==> config.mk <==
export PLATFORM = sky130hd
export DESIGN_NAME = sharer_tracker
export DESIGN_NICKNAME = d
export VERILOG_FILES = /design/src/rtl/tracker_pkg.sv /design/src/rtl/tracker_store.sv /design/src/rtl/tracker_walker.sv /design/src/rtl/sharer_tracker.sv
export SDC_FILE = /design/constraint.sdc
export NUM_CORES = 1
export LEC_CHECK = 0
export BUFFER_PORTS_ARGS = -buffer_cell sky130_fd_sc_hd__buf_2
export CELL_PAD_IN_SITES_DETAIL_PLACEMENT = 0
export CELL_PAD_IN_SITES_GLOBAL_PLACEMENT = 1
export CORE_MARGIN = 5
export CORE_UTILIZATION = 52
export DETAILED_ROUTE_END_ITERATION = 8
export GPL_ROUTABILITY_DRIVEN = 0
export GPL_TIMING_DRIVEN = 0
export MAX_ROUTING_LAYER = met4
export PLACE_DENSITY_LB_ADDON = 0.1
export SLEW_MARGIN = 20
export SYNTH_ARGS = -nofsm -noshare
export SYNTH_HDL_FRONTEND = slang
export SYNTH_HIERARCHICAL = 1
export SYNTH_SLANG_ARGS = --single-unit
==> constraint.sdc <==
create_clock -name clk -period 5.26 [get_ports clk]
set_clock_uncertainty 0.2 [all_clocks]
set_input_delay 0.526 -clock clk [delete_from_list [all_inputs] [get_ports clk]]
set_output_delay 0.526 -clock clk [all_outputs]
set_load 0.005 [all_outputs]
==> src/rtl/tracker_pkg.sv <==
package tracker_pkg;

    typedef enum logic [1:0] {
        OP_REG     = 2'd0,
        OP_CLEANUP = 2'd1,
        OP_WRITE   = 2'd2,
        OP_EVICT   = 2'd3
    } op_e;

    typedef enum logic [1:0] {
        ACT_NONE   = 2'd0,
        ACT_UPDATE = 2'd1,
        ACT_INVAL  = 2'd2,
        ACT_BCAST  = 2'd3
    } act_e;

    typedef enum logic [1:0] {
        ST_IDLE  = 2'd0,
        ST_WALK  = 2'd1,
        ST_BCAST = 2'd2
    } walk_st_e;

endpackage

==> src/rtl/tracker_store.sv <==
module tracker_store #(
    parameter int NUM_LINES = 4,
    parameter int SRC_W     = 4,
    parameter int THRESH    = 4,
    localparam int LINE_W   = $clog2(NUM_LINES),
    localparam int IDX_W    = $clog2(THRESH),
    localparam int CNT_W    = SRC_W + 2
) (
    input  logic                           clk,
    input  logic                           rst_n,
    input  logic                           upd_en,
    input  logic                           upd_cleanup,
    input  logic [LINE_W-1:0]              upd_line,
    input  logic [SRC_W-1:0]               upd_src,
    input  logic                           upd_inst,
    output logic                           err,
    input  logic [LINE_W-1:0]              rd_line,
    output logic                           rd_ctr_mode,
    output logic [THRESH-1:0]              rd_valid,
    output logic [THRESH-1:0][SRC_W-1:0]   rd_src,
    output logic [THRESH-1:0]              rd_inst
);

    localparam logic [CNT_W-1:0] CNT_MAX = '1;

    logic                         ctr_mode [NUM_LINES];
    logic [CNT_W-1:0]             cnt      [NUM_LINES];
    logic [THRESH-1:0]            vld      [NUM_LINES];
    logic [THRESH-1:0][SRC_W-1:0] src_q    [NUM_LINES];
    logic [THRESH-1:0]            inst_q   [NUM_LINES];

    logic             hit_any, free_any;
    logic [IDX_W-1:0] hit_idx, free_idx;

    // Lowest matching slot and lowest free slot of the addressed line
    always_comb begin
        hit_any  = 1'b0;
        free_any = 1'b0;
        hit_idx  = '0;
        free_idx = '0;
        for (int i = THRESH - 1; i >= 0; i--) begin
            if (vld[upd_line][i] && src_q[upd_line][i] == upd_src &&
                inst_q[upd_line][i] == upd_inst) begin
                hit_any = 1'b1;
                hit_idx = IDX_W'(i);
            end
            if (!vld[upd_line][i]) begin
                free_any = 1'b1;
                free_idx = IDX_W'(i);
            end
        end
    end

    always_ff @(posedge clk) begin
        if (!rst_n) begin
            err <= 1'b0;
            for (int l = 0; l < NUM_LINES; l++) begin
                ctr_mode[l] <= 1'b0;
                cnt[l]      <= '0;
                vld[l]      <= '0;
                src_q[l]    <= '0;
                inst_q[l]   <= '0;
            end
        end else begin
            err <= 1'b0;
            if (upd_en) begin
                if (!upd_cleanup) begin
                    if (ctr_mode[upd_line]) begin
                        if (cnt[upd_line] != CNT_MAX)
                            cnt[upd_line] <= cnt[upd_line] + 1'b1;
                    end else if (!hit_any) begin
                        if (free_any) begin
                            vld[upd_line][free_idx]    <= 1'b1;
                            src_q[upd_line][free_idx]  <= upd_src;
                            inst_q[upd_line][free_idx] <= upd_inst;
                        end else begin
                            vld[upd_line]      <= '0;
                            ctr_mode[upd_line] <= 1'b1;
                        end
                        cnt[upd_line] <= cnt[upd_line] + 1'b1;
                    end
                end else begin
                    if (ctr_mode[upd_line]) begin
                        cnt[upd_line] <= cnt[upd_line] - 1'b1;
                        if (cnt[upd_line] == CNT_W'(1))
                            ctr_mode[upd_line] <= 1'b0;
                    end else if (hit_any) begin
                        vld[upd_line][hit_idx] <= 1'b0;
                        cnt[upd_line]          <= cnt[upd_line] - 1'b1;
                    end else begin
                        err <= 1'b1;
                    end
                end
            end
        end
    end

    assign rd_ctr_mode = ctr_mode[rd_line];
    assign rd_valid    = vld[rd_line];
    assign rd_src      = src_q[rd_line];
    assign rd_inst     = inst_q[rd_line];

    for (genvar g = 0; g < NUM_LINES; g++) begin : g_line_chk
        // list-mode count always equals occupied slots
        a_r2_list_count: assert property (@(posedge clk) disable iff (!rst_n)
            !ctr_mode[g] |-> $countones(vld[g]) == int'(cnt[g]));
        // count mode holds no locations and a nonzero count
        a_r9_ctr_empty: assert property (@(posedge clk) disable iff (!rst_n)
            ctr_mode[g] |-> (vld[g] == '0 && cnt[g] != '0));
    end

    // an error pulse only follows an accepted cleanup
    a_r8_err_cause: assert property (@(posedge clk) disable iff (!rst_n)
        err |-> $past(upd_en && upd_cleanup));

endmodule

==> src/rtl/tracker_walker.sv <==
module tracker_walker
    import tracker_pkg::*;
#(
    parameter int NUM_LINES = 4,
    parameter int SRC_W     = 4,
    parameter int THRESH    = 4,
    localparam int LINE_W   = $clog2(NUM_LINES),
    localparam int IDX_W    = $clog2(THRESH)
) (
    input  logic                         clk,
    input  logic                         rst_n,
    input  logic                         start,
    input  logic                         start_write,
    input  logic [LINE_W-1:0]            start_line,
    input  logic [SRC_W-1:0]             start_src,
    input  logic                         ctr_mode,
    input  logic [THRESH-1:0]            rd_valid,
    input  logic [THRESH-1:0][SRC_W-1:0] rd_src,
    input  logic [THRESH-1:0]            rd_inst,
    output logic [LINE_W-1:0]            rd_line,
    output logic                         idle,
    output logic                         act_valid,
    output logic [1:0]                   act_kind,
    output logic [SRC_W-1:0]             act_src,
    output logic                         act_inst
);

    walk_st_e          state, state_nx;
    logic [IDX_W-1:0]  idx;
    logic [LINE_W-1:0] line_q;
    logic [SRC_W-1:0]  writer_q;
    logic              write_q;
    logic              skip;

    always_comb begin
        state_nx = state;
        unique case (state)
            ST_IDLE:  if (start) state_nx = ctr_mode ? ST_BCAST : ST_WALK;
            ST_WALK:  if (idx == IDX_W'(THRESH - 1)) state_nx = ST_IDLE;
            ST_BCAST: state_nx = ST_IDLE;
            default:  state_nx = ST_IDLE;
        endcase
    end

    always_ff @(posedge clk) begin
        if (!rst_n) begin
            state    <= ST_IDLE;
            idx      <= '0;
            line_q   <= '0;
            writer_q <= '0;
            write_q  <= 1'b0;
        end else begin
            state <= state_nx;
            if (state == ST_IDLE && start) begin
                idx      <= '0;
                line_q   <= start_line;
                writer_q <= start_src;
                write_q  <= start_write;
            end else if (state == ST_WALK) begin
                idx <= idx + 1'b1;
            end
        end
    end

    assign rd_line = (state == ST_IDLE) ? start_line : line_q;
    assign skip    = write_q && rd_src[idx] == writer_q && !rd_inst[idx];

    always_comb begin
        idle      = 1'b0;
        act_valid = 1'b0;
        act_kind  = ACT_NONE;
        act_src   = '0;
        act_inst  = 1'b0;
        unique case (state)
            ST_IDLE: idle = 1'b1;
            ST_WALK: begin
                act_valid = rd_valid[idx] && !skip;
                act_kind  = write_q ? ACT_UPDATE : ACT_INVAL;
                act_src   = rd_src[idx];
                act_inst  = rd_inst[idx];
            end
            ST_BCAST: begin
                act_valid = 1'b1;
                act_kind  = ACT_BCAST;
            end
            default: idle = 1'b1;
        endcase
    end

    // broadcast occupies a single cycle
    a_r7_bcast_once: assert property (@(posedge clk) disable iff (!rst_n)
        state == ST_BCAST |=> state == ST_IDLE);
    // a walk never begins mid-slot
    a_r11_walk_entry: assert property (@(posedge clk) disable iff (!rst_n)
        $rose(state == ST_WALK) |-> idx == '0);

endmodule

==> src/rtl/sharer_tracker.sv <==
module sharer_tracker
    import tracker_pkg::*;
#(
    parameter int NUM_LINES = 4,
    parameter int SRC_W     = 4,
    parameter int THRESH    = 4,
    localparam int LINE_W   = $clog2(NUM_LINES)
) (
    input  logic              clk,
    input  logic              rst_n,
    input  logic              req_valid,
    input  logic [1:0]        req_op,
    input  logic [LINE_W-1:0] req_line,
    input  logic [SRC_W-1:0]  req_src,
    input  logic              req_inst,
    output logic              req_ready,
    output logic              act_valid,
    output logic [1:0]        act_kind,
    output logic [SRC_W-1:0]  act_src,
    output logic              act_inst,
    output logic              cln_err
);

    logic                         accept, upd_en, start;
    logic [LINE_W-1:0]            rd_line;
    logic                         rd_ctr_mode;
    logic [THRESH-1:0]            rd_valid;
    logic [THRESH-1:0][SRC_W-1:0] rd_src;
    logic [THRESH-1:0]            rd_inst;

    assign accept = req_valid && req_ready;
    assign upd_en = accept && (req_op == OP_REG || req_op == OP_CLEANUP);
    assign start  = accept && (req_op == OP_WRITE || req_op == OP_EVICT);

    tracker_store #(.NUM_LINES(NUM_LINES), .SRC_W(SRC_W), .THRESH(THRESH)) store_i (
        .clk(clk), .rst_n(rst_n),
        .upd_en(upd_en), .upd_cleanup(req_op == OP_CLEANUP),
        .upd_line(req_line), .upd_src(req_src), .upd_inst(req_inst),
        .err(cln_err),
        .rd_line(rd_line), .rd_ctr_mode(rd_ctr_mode),
        .rd_valid(rd_valid), .rd_src(rd_src), .rd_inst(rd_inst)
    );

    tracker_walker #(.NUM_LINES(NUM_LINES), .SRC_W(SRC_W), .THRESH(THRESH)) walker_i (
        .clk(clk), .rst_n(rst_n),
        .start(start), .start_write(req_op == OP_WRITE),
        .start_line(req_line), .start_src(req_src),
        .ctr_mode(rd_ctr_mode), .rd_valid(rd_valid), .rd_src(rd_src), .rd_inst(rd_inst),
        .rd_line(rd_line), .idle(req_ready),
        .act_valid(act_valid), .act_kind(act_kind), .act_src(act_src), .act_inst(act_inst)
    );

    // no action while the block accepts requests
    a_r11_quiet_idle: assert property (@(posedge clk) disable iff (!rst_n)
        req_ready |-> !act_valid);
    // register and cleanup leave the block ready
    a_r10_upd_ready: assert property (@(posedge clk) disable iff (!rst_n)
        upd_en |=> req_ready);

endmodule

==> results of run 1 <==
[layer usage]
metal	global-route usage, %	wire [um]	up-vias
li1	-	-	2486
met1	36.0	9180	2897
met2	39.7	10400	351
met3	6.31	2240	39
met4	8.91	450	0
met5	-	0	-
[where the power goes]
part,switching [mW],internal [mW]
clock,0.444,0.689
sequential,0.0222,1.22
combinational,0.244,0.162
total,0.710,2.08
[worst max-delay path: stages, from the launching register on]
cell	delay (ns)
dfxtp_1	0.33
inv_1	0.09
ha_1	0.19
clkbuf_1	0.41
mux2_2	0.49
clkdlybuf4s18_2	0.52
mux4_2	0.63
mux4_1	0.58
xor2_1	0.18
nor3_1	0.07
a211oi_1	0.23
buf_2	0.15
[cells by family (layout without fill, tap and decap cells)]
| group | count (synthesis) | after routing | share of synthesized area, % |
|---|---|---|---|
| and+or+nand+nor | 243 | 243 | 16.2 |
| DFF | 136 | 136 | 49.7 |
| AOI/OAI and AO/OA | 77 | 77 | 6.20 |
| muxes | 73 | 73 | 18.5 |
| buffers and inverters | 66 | 116 | 4.41 |
| xor gates and xnor gates | 35 | 35 | 3.87 |
| adders and majority gates | 7 | 7 | 1.11 |
[area by class of cell]
cell class                      instances  area (um2)
Fill cell                            1248        6270
Inverter                               20        75.1
Tap cell                              188         235
Buffer                                 45         287
Multi-Input combinational cell        435        3630
Clock buffer                           18         429
Sequential cell                       136        3930
Timing Repair Buffer                   20         100
Clock inverter                         13         129
[worst max path at each step]
stage	startpoint	end	slack, ns	cells past startpoint
after detailed placement	walker_i/state[0]	act_valid	0.07	12
final	walker_i/state[0]	act_valid	0.24	11
after global routing	walker_i/state[1]	act_valid	0.002	11
after CTS	walker_i/state[0]	act_valid	0.12	12
after floorplan	walker_i/state[0]	act_valid	1.06	11
after global placement	walker_i/state[0]	act_valid	0.12	12
[state kept, by name (all words and copies together) (netlist names)]
register / flops
store_i/cnt: 24
store_i/ctr_mode: 4
store_i/err: 1
store_i/inst_q: 16
store_i/src_q: 64
store_i/vld: 16
walker_i/idx: 2
walker_i/line_q: 2
walker_i/state: 2
walker_i/write_q: 1
walker_i/writer_q: 4
[layout by cell type (no fill, tap or decap), types with 18 or more instances in the layout]
cell type / synthesis / routed
nor2_1: 78 / 78
and3_1: 18 / 18
nand3_1: 19 / 19
edfxtp_1: 121 / 121
a21oi_1: 21 / 21
clkbuf_1: 22 / 20
inv_1: 20 / 20
mux4_2: 48 / 48
xnor2_1: 23 / 23
nor3_1: 19 / 19
buf_2: 7 / 27
nand2_1: 49 / 49
[what timing repair did]
item / 4_1_cts / 5_1_grt
setup endpoints to repair: 6 / 1
resized for setup: 4 / 5
setup buffers: 0 / 0
[stage by stage]
step / instance area [um2] / std cells / utilization, % / hold WS [ns] / total power, mW
2_1_floorplan: 7920 / 637 / - / 0.241 / 1.54
6_report: 8820 / 875 / 58.5 / 0.193 / 2.79
4_1_cts: 8820 / 875 / 58.5 / 0.182 / 2.79
3_3_place_gp: 8250 / 845 / 54.7 / 0.249 / 1.66
3_5_place_dp: 8250 / 845 / 54.7 / 0.264 / 1.67
5_1_grt: 8820 / 875 / 58.5 / 0.189 / 2.89
==> results.json, run 1 <==
{
  "die_area_mm2": 0.0178,
  "grt_pass1_vias": 5534,
  "via_count": 5773,
  "wl_per_cell_um": 25.5,
  "nNetsFinal": 694,
  "preCtsSetupSlack_ns": 0.0700,
  "yosysTopAreaCell": "edfxtp_1",
  "cts_buffers": 17,
  "yosys_warnings": 6,
  "clk_latency_ns": 0.42,
  "cts_tree": "yes",
  "std_cell_rows": 45,
  "fin_crit_ns": 5.02,
  "tightestPinTransition_ns": 1.19,
  "die_w_um": 133,
  "cts_hold_buf": 0,
  "syn-cell-area_mm2": 0.00792,
  "hold_depth": 3,
  "synth_seq_area_share_pct": 49.7,
  "crit_required_ns": 4.53,
  "max_freq_ghz": 0.199,
  "cts-root-buf": "clkbuf_16",
  "max_cap_violations": 0,
  "ys_seq_elements": 136,
  "synth_top_area_share_pct": 45.9,
  "avgSynthCellArea_um2": 12.4,
  "antenna_cells": 0,
  "reg2reg_slack_ns": 1.15,
  "tns_ns": 0,
  "drc": 0,
  "grt-ovfl-total": 0,
  "die_height_um": 133,
  "p_leak_nw": 3.16,
  "syn_nets": 656,
  "synth_cells": 637,
  "synthArstFlopShare_pct": 0,
  "initial_core_util_pct": 52.5,
  "htreeDepth": 4,
  "grt_pass1_wl_um": 33700,
  "yosys-top-cells-area": "edfxtp_1, mux4_2, dfxtp_1, nor2_1, mux4_1",
  "cts.clk_slew.worst_paths_ns": 0.06,
  "synth_ff_type": "edfxtp_1",
  "grt_max_degree": 17,
  "clockBufferDepth": 2,
  "viasPerCell": 6.60,
  "io_buffers": 20,
  "worstReg2RegEnd": "store_i/src_q[0][7]",
  "status": "finished, final reports clean",
  "critPathLaunchType": "flip-flop",
  "boundaryPins": 22,
  "reg2reg_depth": 8,
  "worstPathArrival_ns": 4.30,
  "ant_nets": 0,
  "coreArea_mm2": 0.0151,
  "ir_drop_mv": 0.242,
  "antenna_found_initial": 1,
  "setup_viol": 0,
  "r2r_start": "store_i/src_q[2][13]",
  "rsz0062_at_grt": "no",
  "report.final.slew_viol_count": 0,
  "hold_end": "walker_i/writer_q[3]",
  "dpl.hpwl_um": 16400,
  "synth_common_cells": "edfxtp_1, nor2_1, nand2_1, mux4_2, xnor2_1",
  "finalWorstSetupSlack_ns": 0.235,
  "endpoint_kind": "output port",
  "yosysMostFrequentCell": "edfxtp_1",
  "clock-sinks": 136,
  "synth_edf_count": 121,
  "pwr_density_cell_mw_per_mm2": 316,
  "drt_iter0_drc": 761,
  "slew_headroom_pct": 19.9,
  "holdCritStartpoint": "req_src[3]",
  "grtUsageTotal_pct": 26.5,
  "hold_class": "input port to flip-flop",
  "drive_gt1_share_pct": 21.3,
  "totalWireLength_um": 22300,
  "path_class": "flip-flop to output port",
  "areaGrowthSynthToFinish_pct": 11.4,
  "hold_viol": 0,
  "drtPass1Iterations": 5,
  "synth_cell_types": 65,
  "critPathMaxFanout": 10,
  "period_share_pct": 95.5
}
No activity file was read; power rests on OpenSTA's default activity.
==> run 2: changes to the inputs <==
--- a/config.mk
+++ b/config.mk
@@ -5,12 +5,12 @@
 export SDC_FILE = /design/constraint.sdc
 export NUM_CORES = 1
 export LEC_CHECK = 0
-export BUFFER_PORTS_ARGS = -buffer_cell sky130_fd_sc_hd__buf_2
 export CELL_PAD_IN_SITES_DETAIL_PLACEMENT = 0
 export CELL_PAD_IN_SITES_GLOBAL_PLACEMENT = 1
 export CORE_MARGIN = 5
-export CORE_UTILIZATION = 52
+export CORE_UTILIZATION = 53
 export DETAILED_ROUTE_END_ITERATION = 8
+export DONT_BUFFER_PORTS = 1
 export GPL_ROUTABILITY_DRIVEN = 0
 export GPL_TIMING_DRIVEN = 0
 export MAX_ROUTING_LAYER = met4
==> run 2 against run 1 <==
Compared with the run above: combinational power decreased by 4%; via count shrank 3.0%; register-to-register slack got worse by 0.05 ns; clock power is 8% higher; utilization is 1.6 points higher; worst hold slack worse by 0.15 ns; critical path type unchanged; largest cell class unchanged; largest power group unchanged.
==> results.json, run 2 (synthesis results as in run 1) <==
{
  "status": "finished, final reports clean",
  "cp_slowest_cell": "clkbuf_1",
  "holdCritStartpoint": "rst_n",
  "std_cell_rows": 44,
  "preCtsSetupSlack_ns": -0.0408,
  "pwr_density_cell_mw_per_mm2": 326,
  "drtPass1Iterations": 7,
  "totalWireLength_um": 21900,
  "power_frac_seq_pct": 43.8,
  "antenna_found_initial": 0,
  "rsz0062_at_grt": "no",
  "viasPerCell": 6.57,
  "die_height_um": 132,
  "tightestPinTransition_ns": 1.08,
  "p_leak_nw": 3.10,
  "io_buffers": 0,
  "hold_depth": 1,
  "fin_crit_ns": 5.00,
  "cts_buffers": 17,
  "max_cap_violations": 0,
  "sw_frac_of_total_pct": 25.3,
  "clk_latency_ns": 0.42,
  "tns_ns": 0,
  "areaGrowthSynthToFinish_pct": 10.7,
  "drt_iter0_drc": 685,
  "cts_tree": "yes",
  "hold_class": "input port to flip-flop",
  "hold_viol": 0,
  "crit_family": "buffers and inverters",
  "hold_end": "walker_i/state[0]",
  "period_share_pct": 95.0,
  "slew_headroom_pct": 27.2,
  "comb_power_share_pct": 13.6,
  "largest-register": "store_i/src_q",
  "grtUsageTotal_pct": 26.3,
  "htreeDepth": 4,
  "clock-sinks": 136,
  "grt_max_degree": 17,
  "report.final.slew_viol_count": 0,
  "critPathLaunchType": "flip-flop",
  "crit_path_frequent_cell": "clkbuf_1",
  "layout_commonest_cell": "edfxtp_1",
  "cp_slowest_stage_delay_ns": 0.57,
  "finalWorstSetupSlack_ns": 0.263,
  "critPathMaxFanout": 10,
  "top_regs": "store_i/src_q x64, store_i/cnt x24",
  "grt_pass1_wl_um": 33500,
  "initial_core_util_pct": 54.3,
  "die_area_mm2": 0.0175,
  "coreArea_mm2": 0.0146,
  "boundaryPins": 22,
  "endpoint_kind": "output port",
  "drc": 0,
  "crit_chain": "inv_1 > ha_1 > clkbuf_1 > mux2_2 > clkbuf_1 > clkbuf_1 > mux4_2 > mux4_1 > xor2_1 > nor3_1 > a211oi_1",
  "worstPathArrival_ns": 4.27,
  "cts-root-buf": "clkbuf_16",
  "p_switching_uw": 721,
  "intPower_mw": 2.13,
  "clockBufferDepth": 2,
  "dpl.hpwl_um": 16300,
  "grt_pass1_vias": 5502,
  "layout_common_cells": "edfxtp_1, nor2_1, nand2_1",
  "cts_hold_buf": 0,
  "power_mw": 2.85,
  "setup_viol": 0,
  "clkPwrFrac_pct": 42.6,
  "reg2reg_slack_ns": 1.10,
  "drive_gt1_share_pct": 19.3,
  "crit_required_ns": 4.53,
  "antenna_cells": 0,
  "die_w_um": 132,
  "reg2reg_depth": 9,
  "grt-ovfl-total": 0,
  "largest_reg_flops": 64,
  "whs_ns": 0.0408,
  "worstReg2RegEnd": "store_i/cnt[3][4]",
  "ir_drop_mv": 0.222,
  "via_count": 5600,
  "ant_nets": 0,
  "path_class": "flip-flop to output port",
  "nNetsFinal": 674,
  "max_freq_ghz": 0.200,
  "r2r_start": "store_i/src_q[2][13]",
  "cts.clk_slew.worst_paths_ns": 0.06,
  "cp_num_buf_inv": 4,
  "wl_per_cell_um": 25.8
}
[run 2: cell types whose count changed in the layout (fill, tap and decap cells not counted), moves of 2 or more]
| cell | change |
|---|---|
| clkinv_4 | +3 |
| buf_2 | -20 |
| clkbuf_1 | +2 |
| clkinv_1 | -4 |
| clkinvlp_4 | -2 |
[run 2: final cells by class]
class / instances / area (um2)
Fill cell: 1162 / 5830
Sequential cell: 136 / 3930
Multi-Input combinational cell: 435 / 3630
Clock buffer: 19 / 433
Buffer: 45 / 287
Tap cell: 184 / 230
Clock inverter: 13 / 169
Inverter: 20 / 75.1
[run 2: repair_timing]
action	4_1_cts	5_1_grt
endpoints found under the setup margin	6	1
pin swaps	0	0
setup buffers	0	0
gates resized for setup	4	2
[run 2: worst max-delay path by stage]
stage,endpoint,startpoint,cells after the start
6_report,act_valid,walker_i/state[0],11
5_1_grt,act_valid,walker_i/state[0],11
4_1_cts,act_valid,walker_i/state[0],11
3_5_place_dp,act_valid,walker_i/state[0],11
3_3_place_gp,act_valid,walker_i/state[0],11
2_1_floorplan,act_valid,walker_i/state[0],11
[run 2: per-stage QoR]
step | area (um2) | util [%] | instances
3_5_place_dp | 8150 | 55.8 | 821
5_1_grt | 8760 | 60.1 | 852
3_3_place_gp | 8150 | 55.8 | 821
6_report | 8760 | 60.1 | 852
4_1_cts | 8760 | 60.0 | 852
2_1_floorplan | 7920 | - | 637
[run 2: power groups by stage]
stage | Combinational (mW) | Sequential [mW] | Clock (mW)
final | 0.389 | 1.25 | 1.22
after global routing | 0.417 | 1.25 | 1.29
after CTS | 0.387 | 1.25 | 1.23
after detailed placement | 0.385 | 1.27 | 0
after global placement | 0.382 | 1.27 | 0
after floorplan | 0.284 | 1.26 | 0
[run 2: routing by layer]
| metal | up-vias | global-route usage [%] | routed length (um) |
|---|---|---|---|
| li1 | 2444 | - | - |
| met5 | - | - | 0 |
| met4 | 0 | 7.18 | 474 |
| met3 | 31 | 6.18 | 2000 |
| met1 | 2847 | 36.3 | 8980 |
| met2 | 278 | 39.7 | 10500 |
==> run 3: changes to the inputs <==
--- a/config.mk
+++ b/config.mk
@@ -5,7 +5,8 @@
 export SDC_FILE = /design/constraint.sdc
 export NUM_CORES = 1
 export LEC_CHECK = 0
-export CELL_PAD_IN_SITES_DETAIL_PLACEMENT = 0
+export CAP_MARGIN = 20
+export CELL_PAD_IN_SITES_DETAIL_PLACEMENT = 1
 export CELL_PAD_IN_SITES_GLOBAL_PLACEMENT = 1
 export CORE_MARGIN = 5
 export CORE_UTILIZATION = 53
==> run 3 against run 2 <==
Compared with the run above: cell count unchanged; routed wire length increased by 10%; setup slack lost 0.095 ns; critical path type unchanged; largest power group unchanged; highest routed layer unchanged.
==> results.json, run 3 (synthesis results as in run 1) <==
{
  "hold_viol": 0,
  "tightestPinTransition_ns": 1.12,
  "power_mw": 2.78,
  "reg2reg_slack_ns": 1.12,
  "boundaryPins": 22,
  "grtUsageTotal_pct": 29.1,
  "endpoint_kind": "output port",
  "initial_core_util_pct": 54.3,
  "wl_per_cell_um": 28.4,
  "cts-root-buf": "clkbuf_16",
  "holdCritStartpoint": "rst_n",
  "ir_drop_mv": 0.210,
  "viasPerCell": 6.82,
  "slew_headroom_pct": 24.8,
  "hold_class": "input port to flip-flop",
  "p_leak_nw": 3.07,
  "fin_crit_ns": 5.09,
  "seqCellArea_mm2": 0.00393,
  "nFillCells": 1436,
  "layout_commonest_cell": "edfxtp_1",
  "finalWorstSetupSlack_ns": 0.169,
  "totalWireLength_um": 24200,
  "critPathMaxFanout": 10,
  "clock-sinks": 136,
  "via_count": 5810,
  "grt_pass1_wl_um": 36900,
  "use_met3_pct": 5.42,
  "tns_ns": 0,
  "worstReg2RegEnd": "store_i/cnt[3][1]",
  "status": "finished, final reports clean",
  "die_area_mm2": 0.0175,
  "hold_depth": 1,
  "antenna_found_initial": 0,
  "cts_buffers": 17,
  "areaGrowthSynthToFinish_pct": 10.1,
  "antenna_cells": 0,
  "io_buffers": 0,
  "std_cell_rows": 44,
  "cts.clk_slew.worst_paths_ns": 0.06,
  "die_height_um": 132,
  "max_freq_ghz": 0.196,
  "r2r_start": "store_i/src_q[2][13]",
  "setup_viol": 0,
  "nNetsFinal": 674,
  "report.final.slew_viol_count": 0,
  "preCtsSetupSlack_ns": -0.0858,
  "die_w_um": 132,
  "rsz0062_at_grt": "no",
  "largest-register": "store_i/src_q",
  "top_regs": "store_i/src_q x64, store_i/cnt x24",
  "multi_input_area_mm2": 0.00364,
  "path_class": "flip-flop to output port",
  "dpl.hpwl_um": 18000,
  "reg2reg_depth": 9,
  "pwr_density_cell_mw_per_mm2": 319,
  "cts_tree": "yes",
  "grt-ovfl-total": 0,
  "drc": 0,
  "period_share_pct": 96.8,
  "met2_usage_pct": 47.2,
  "grt_max_degree": 17,
  "worstPathArrival_ns": 4.37,
  "hold_end": "walker_i/state[0]",
  "critPathLaunchType": "flip-flop",
  "drtPass1Iterations": 5,
  "whs_ns": 0.0387,
  "cts_hold_buf": 0,
  "grt-busiest-layer": "met2",
  "drive_gt1_share_pct": 19.5,
  "ant_nets": 0,
  "cts_setup_buffers": 0,
  "grt_use_met1_pct": 36.9,
  "max_cap_violations": 0,
  "layout_common_cells": "edfxtp_1, nor2_1, nand2_1",
  "coreArea_mm2": 0.0146,
  "clockBufferDepth": 2,
  "grt_pass1_vias": 5953,
  "htreeDepth": 4,
  "utilization_pct": 59.8,
  "drt_iter0_drc": 615,
  "largest_reg_flops": 64,
  "crit_required_ns": 4.53,
  "clk_latency_ns": 0.42
}
==> run 3: area by class of cell <==
| class | count | area share, % |
|---|---|---|
| inverters | 20 | 0.861 |
| clock buffers | 17 | 4.88 |
| plain buffers | 45 | 3.29 |
| well taps | 184 | 2.64 |
| clock inverters | 15 | 1.48 |
| multi-input cells | 435 | 41.7 |
| flip-flops and latches | 136 | 45.1 |
==> run 3: power by group <==
group | internal (mW) | switching [mW] | total [mW]
combinational | 0.159 | 0.244 | 0.402
sequential | 1.22 | 0.0273 | 1.25
clock | 0.648 | 0.478 | 1.13
total | 2.03 | 0.749 | 2.78
==> run 3: timing repair <==
item / CTS / global route
gates cloned: 0 / 0
setup endpoints to repair: 6 / 1
gates resized for setup: 4 / 6
hold endpoints to repair: 0 / 0
==> run 3: worst max-delay path by stage <==
stage	startpoint	to	slack, ns
after floorplan	walker_i/state[0]	act_valid	1.06
after global placement	walker_i/state[0]	act_valid	-0.003
after detailed placement	walker_i/state[0]	act_valid	-0.09
after CTS	walker_i/state[0]	act_valid	0.009
after global routing	walker_i/state[0]	act_valid	0.05
final	walker_i/state[0]	act_valid	0.17
==> run 3: worst max-delay path, cell delays in order, from the launching register on <==
cell      delay, ns
dfxtp_1        0.32
inv_1          0.08
ha_1           0.19
clkbuf_1       0.48
mux2_2         0.26
clkbuf_1       0.56
clkbuf_2       0.44
mux4_2         0.45
mux4_1         0.59
xor2_1         0.17
nor3_1         0.07
a211oi_1       0.33
==> run 3: routing by layer <==
layer / up-vias / part of all wire, %
met5: - / 0
met4: 0 / 2.7
met3: 46 / 7.9
met2: 301 / 50
met1: 3020 / 39
li1: 2443 / -
==> run 3: stage by stage <==
step,instance area (um2),std cells
after detailed placement,8150,821
after global routing,8720,852
after CTS,8710,852
after global placement,8150,821
final,8720,852
after floorplan,7920,637
